File: config.mk
export PLATFORM = sky130hd
export DESIGN_NAME = status_flag_unit
export DESIGN_NICKNAME = d
export VERILOG_FILES = /design/src/rtl/status_flag_unit.sv
export SDC_FILE = /design/constraint.sdc
export NUM_CORES = 1
export LEC_CHECK = 0
export BUFFER_PORTS_ARGS = -buffer_cell sky130_fd_sc_hd__buf_2
export CAP_MARGIN = 30
export CORE_UTILIZATION = 37
export CTS_BUF_LIST = sky130_fd_sc_hd__clkbuf_8
export DETAILED_ROUTE_END_ITERATION = 10
export PLACE_DENSITY_LB_ADDON = 0.25
export SLEW_MARGIN = 20
export SYNTH_ARGS = -nofsm -noshare
export SYNTH_HDL_FRONTEND = slang
export SYNTH_SLANG_ARGS = --single-unit
File: constraint.sdc
create_clock -name clk -period 1.2 [get_ports clk]
set_input_delay 0.18 -clock clk [delete_from_list [all_inputs] [get_ports clk]]
set_output_delay 0.18 -clock clk [all_outputs]
set_load 0.01 [all_outputs]
File: src/rtl/status_flag_unit.sv
module status_flag_unit #(
  parameter int W = 8
) (
  input  logic         clk,
  input  logic         rst_n,
  input  logic         alu_we,
  input  logic [W-1:0] alu_mask,
  input  logic [W-1:0] alu_flags,
  input  logic         irq_enter,
  input  logic         irq_return,
  input  logic         gie_set,
  input  logic         gie_clr,
  input  logic         tstore_en,
  input  logic [W-1:0] reg_byte,
  input  logic [2:0]   bit_sel,
  input  logic         io_we,
  input  logic [W-1:0] io_wdata,
  output logic [W-1:0] flags,
  output logic [W-1:0] ld_byte
);
  localparam int FI = 7, FT = 6, FS = 4, FV = 3, FN = 2;

  logic [W-1:0] st_q, nx;

  always_comb begin
    nx = st_q;
    if (io_we)       nx = io_wdata;
    else if (alu_we) nx = (st_q & ~alu_mask) | (alu_flags & alu_mask);
    if (tstore_en)   nx[FT] = reg_byte[bit_sel];
    if (irq_enter)                  nx[FI] = 1'b0;
    else if (irq_return || gie_set) nx[FI] = 1'b1;
    else if (gie_clr)               nx[FI] = 1'b0;
    nx[FS] = 1'b0;
  end

  always_ff @(posedge clk or negedge rst_n)
    if (!rst_n) st_q <= '0;
    else        st_q <= nx;

  assign flags = {st_q[W-1:FS+1], st_q[FN] ^ st_q[FV], st_q[FS-1:0]};

  always_comb begin
    ld_byte = reg_byte;
    ld_byte[bit_sel] = flags[FT];
  end
endmodule

Yosys cells after proc, flatten, opt, wreduce, memory -nomap -nowiden
Index checks and enable logic that the tools add are counted.
{"block": "word_totals", "ff_bits": 7, "latchBits": 0, "ram_bits": 0, "romBits": 0, "inputBits": 44, "output_inout_bits": 16, "wordCells": 26, "mem_count": 0}
{"block": "op_classes", "addsub": 0, "multipliers": 0, "div_mod_pow": 0, "n_lt_le_gt_ge": 2, "eq_ne": 0, "shifts": 0, "n_mux": 11, "bitwise_logic": 5, "reduce_logical": 5}
{"operator": "8-bit AND", "count": 2}
{"operator": "8-bit 2-to-1 mux", "count": 2}
{"operator": "8-bit bitwise mux", "count": 1}
{"operator": "8-bit inverter", "count": 1}
{"operator": "8-bit OR", "count": 1}
{"operator": "1-bit 2-to-1 mux", "count": 6}
{"operator": "5-bit nonzero test", "count": 1}
{"operator": "3-bit by 4-bit < comparator with 1-bit output, second input constant", "count": 1}
{"operator": "1-bit binary-select mux with 3-bit select", "count": 1}
{"operator": "1-bit demux with 3-bit select", "count": 1}
{"operator": "3-bit by 1-bit greater-or-equal comparator with 1-bit output, second input constant", "count": 1}
{"operator": "3-bit nonzero test", "count": 1}
{"operator": "2-bit nonzero test", "count": 1}
{"operator": "1-bit logical AND", "count": 1}
{"operator": "1-bit logical OR", "count": 1}
{"operator": "1-bit XOR", "count": 1}

Longest topological paths before layout
{"block": "depth", "depth_word": 8, "depth_mapped": 5, "depth_no_buf": 4}

Worst setup path after synthesis
OpenSTA, ideal clock, no wires.
{"block": "synth_path", "kind": "flip-flop to flip-flop", "from": "reg st_q[6]", "to": "reg st_q[6]", "setup_ps": 126, "t_arrival_ps": 1077, "required_ps": 1074, "setup_slack_ps": -3, "path_stages_with_launch": 5, "path_buffers": 0, "period_less_slack_ps": 1203, "path_cell_list": "dfrtp_1 a21boi_0 a311o_1 a21oi_1 a21oi_1"}
{"block": "synth_via", "elab_chain_len": 5}
{"element": "start: declaration", "line_no": "23", "text": "logic [W-1:0] st_q, nx;"}
{"element": "start signal: assignment", "line_no": "38", "text": "else st_q <= nx;"}
{"element": "8-bit AND", "line_no": "28", "text": "else if (alu_we) nx = (st_q & ~alu_mask) | (alu_flags & alu_mask);"}
{"element": "8-bit OR", "line_no": "28"}
{"element": "8-bit 2-to-1 mux", "line_no": "28"}
{"element": "8-bit 2-to-1 mux", "line_no": "27", "text": "if (io_we) nx = io_wdata;"}
{"element": "1-bit 2-to-1 mux", "line_no": "29", "text": "if (tstore_en) nx[FT] = reg_byte[bit_sel];"}
Every way passes these cells. The select of a mux whose other input is x is not followed.
A chain may end at the register's enable or synchronous reset.

Final worst setup path
{"block": "layout_path", "from": "reg st_q[6]", "to": "out ld_byte[2]"}
{"block": "layout_via", "elab_chain_len": 1}
{"element": "8-bit bitwise mux", "line_no": "44", "text": "ld_byte[bit_sel] = flags[FT];"}
{"element": "end: declaration", "line_no": "19", "text": "output logic [W-1:0] ld_byte"}
Every way passes these cells.

==> flow_summary.yaml <==
clock_tree:
  cts_buffers: 3
  clk_latency_ns: 0.22
  clk_pin_slew_ns: 0.04
  cts_root_buf: "clkbuf_8"
  clkSinkCount: 7
  cts_tree: "done"
  htreeDepth: 1
  cts_buffer_depth: 2
detailed_routing:
  wl_per_cell_um: 11.8
  drc: 0
  drt_iter0_drc: 7
  vias: 763
  antenna_left: 0
  drt_first_pass_iters: 4
  via_per_inst: 5.02
  drt_wl_total_mm: 1.80
job:
  drv_cap: 0
placement:
  place_congestion: 0.786
  place_inst: 146
  place.port_buffers: 56
  dpl.hpwl_mm: 1.33
cells_and_area:
  largestRegisters: "st_q x7"
  drive_gt1_frac: 0.618
  seq_area_um2: 176
  final_nets: 181
  final_common_cell: "buf_2"
  largest_reg_flops: 7
  finish.utilization: 0.734
  largest_register: "st_q"
  diodes: 0
  nFillCells: 129
  finalNonFillerCells: 152
  syn_to_final_growth_pct: 81.3
  mostFrequentLayoutCells: "48 x buf_2, 12 x nand2_1, 9 x buf_6"
  multiInputGateArea_um2: 448
global_route:
  overflow: 0
  grt_pass1_wl_mm: 2.75
  antenna_found_initial: 0
  track_usage: 0.190
  grt_max_degree: 15
  grt_pass1_vias: 715
synthesis:
  ys_seq_area_frac: 0.284
  synth_top_family_by_area: "multiplexers"
  synth_fa_ha_area_frac: 0
  synthesis.area_um2: 617
  synthXorXnorAreaFrac: 0.0142
  synthCells: 71
  yosysWarningCount: 0
  ys_types: 23
  synth_mux_area_frac: 0.284
  synth-compound-area-share: 0.181
  avgSynthCellArea_um2: 8.69
  syn_nets: 115
  synth-simple-area-share: 0.193
  ys_seq_elements: 7
worst_setup_path:
  endpoint_kind: "output port"
  critical_path_class: "reg2out"
  cp.arrival_ns: 1.15
  crit_fanout: 9
  cp-start-kind: "flip-flop"
  cp_data_required_time_ns: 1.02
die:
  ios: 60
  rows: 14
  die_h_um: 42.8
  dieArea_um2: 1830
  die_w_um: 42.8
  coreArea_um2: 1520
  start_util: 0.405
pwr:
  power_leakage_nw: 0.600
  power_density_nw_per_um2: 878
  ir_drop_mv: 0.905
sta:
  min_period_ns: 1.33
  setup_slack_ns: -0.132
  rsz0062_at_grt: "true"
  finalSetupViolCount: 9
  hold_viol: 0
  fmax_mhz: 751
  slew_headroom: 0.834
  clock_skew_ns: 0
  period_share: 1.11
  maxSlewViolCount: 0
  tightest_slew_ns: 0.246
run_status:
  outcome: "finished, violations left"
  violations: "negative setup slack"
hold_path:
  hold_class: "in2reg"
-- per-layer routing --
| metal | GRT usage | vias to the layer above | routed length [µm] |
|---|---|---|---|
| met4 | 0.0625 | 0 | 0 |
| met3 | 0.0170 | 0 | 87 |
| met5 | 0 | - | 0 |
| met2 | 0.361 | 29 | 991 |
| met1 | 0.219 | 349 | 718 |
| li1 | - | 385 | - |
-- per-stage QoR --
stage | TNS, ns | setup WS (ns) | hold WS, ns | instance area, µm² | power, W
final | -1.01 | -0.132 | 0.104 | 1120 | 0.000982
after global routing | -1.22 | -0.149 | 0.104 | 1120 | 0.00103
after CTS | -1.04 | -0.134 | 0.0957 | 1070 | 0.000967
after detailed placement | -0.435 | -0.136 | 0.0201 | 967 | 0.000598
after global placement | -0.369 | -0.116 | 0.0173 | 967 | 0.000589
after floorplan | 0 | 0.0191 | -0.116 | 618 | 0.000432
-- cells in the mapped netlist --
cell type / number / area share
nand2_1: 12 / 0.073
mux2_2: 8 / 0.15
dfrtp_1: 7 / 0.28
mux2i_1: 7 / 0.11
o21ai_0: 6 / 0.049
buf_2: 4 / 0.032
nor2_1: 4 / 0.024
a21oi_1: 3 / 0.024
nand3b_1: 3 / 0.037
a21boi_0: 2 / 0.024
nor3_1: 2 / 0.016
nor3b_1: 2 / 0.024
a211o_1: 1 / 0.014
a221oi_2: 1 / 0.024
a22o_1: 1 / 0.014
a311o_1: 1 / 0.016
a311oi_1: 1 / 0.014
clkbuf_1: 1 / 0.0061
inv_1: 1 / 0.0061
mux2_4: 1 / 0.024
nand2b_1: 1 / 0.010
nand3_1: 1 / 0.0081
xor2_1: 1 / 0.014
-- area by class of cell --
cell class                      count  area share
Multi-Input combinational cell     58       0.400
Tap cell                           16      0.0179
Timing Repair Buffer               66       0.379
Inverter                            1     0.00336
Clock inverter                      1     0.00447
Sequential cell                     7       0.158
Clock buffer                        3      0.0369
-- timing repair --
item                       4_1_cts  5_1_grt
gates resized for setup          9        8
setup endpoints to repair        8        9
hold buffers                     1        0
pin swaps                        0        2
hold endpoints to repair         7        0
buffers inserted                 0        1
-- worst max-delay path, cell delays in order, from the launching register on --
cell     delay (ns)
dfrtp_2        0.40
buf_6          0.13
mux2_2         0.27
buf_6          0.12
-- worst paths after layout --
kind                       startpoint    endpoint  slack (ns)  cells after the start
setup reg to reg              st_q[6]     st_q[6]           0                      5
max in group asynchronous       rst_n     st_q[6]        0.71                      2
hold / removal              irq_enter     st_q[7]        0.10                      2
setup / recovery              st_q[6]  ld_byte[2]       -0.13                      3
min in group asynchronous       rst_n     st_q[3]        0.32                      2
hold reg to reg               st_q[0]     st_q[0]        0.57                      2
-- power breakdown --
group          switching (W)  leakage [nW]  internal [W]  total, W
Clock               0.000105        0.0255      0.000225  0.000330
Combinational       0.000160         0.492      0.000216  0.000376
Sequential         0.0000148        0.0832      0.000261  0.000276
Total               0.000280         0.600      0.000701  0.000982
-- cells by family after synthesis --
group	Yosys count
and+or+nand+nor	25
muxes	16
AOI/OAI and AO/OA	16
DFF	7
xor gates and xnor gates	1
buffers and inverters	6
No activity file was read; power rests on OpenSTA's default activity.
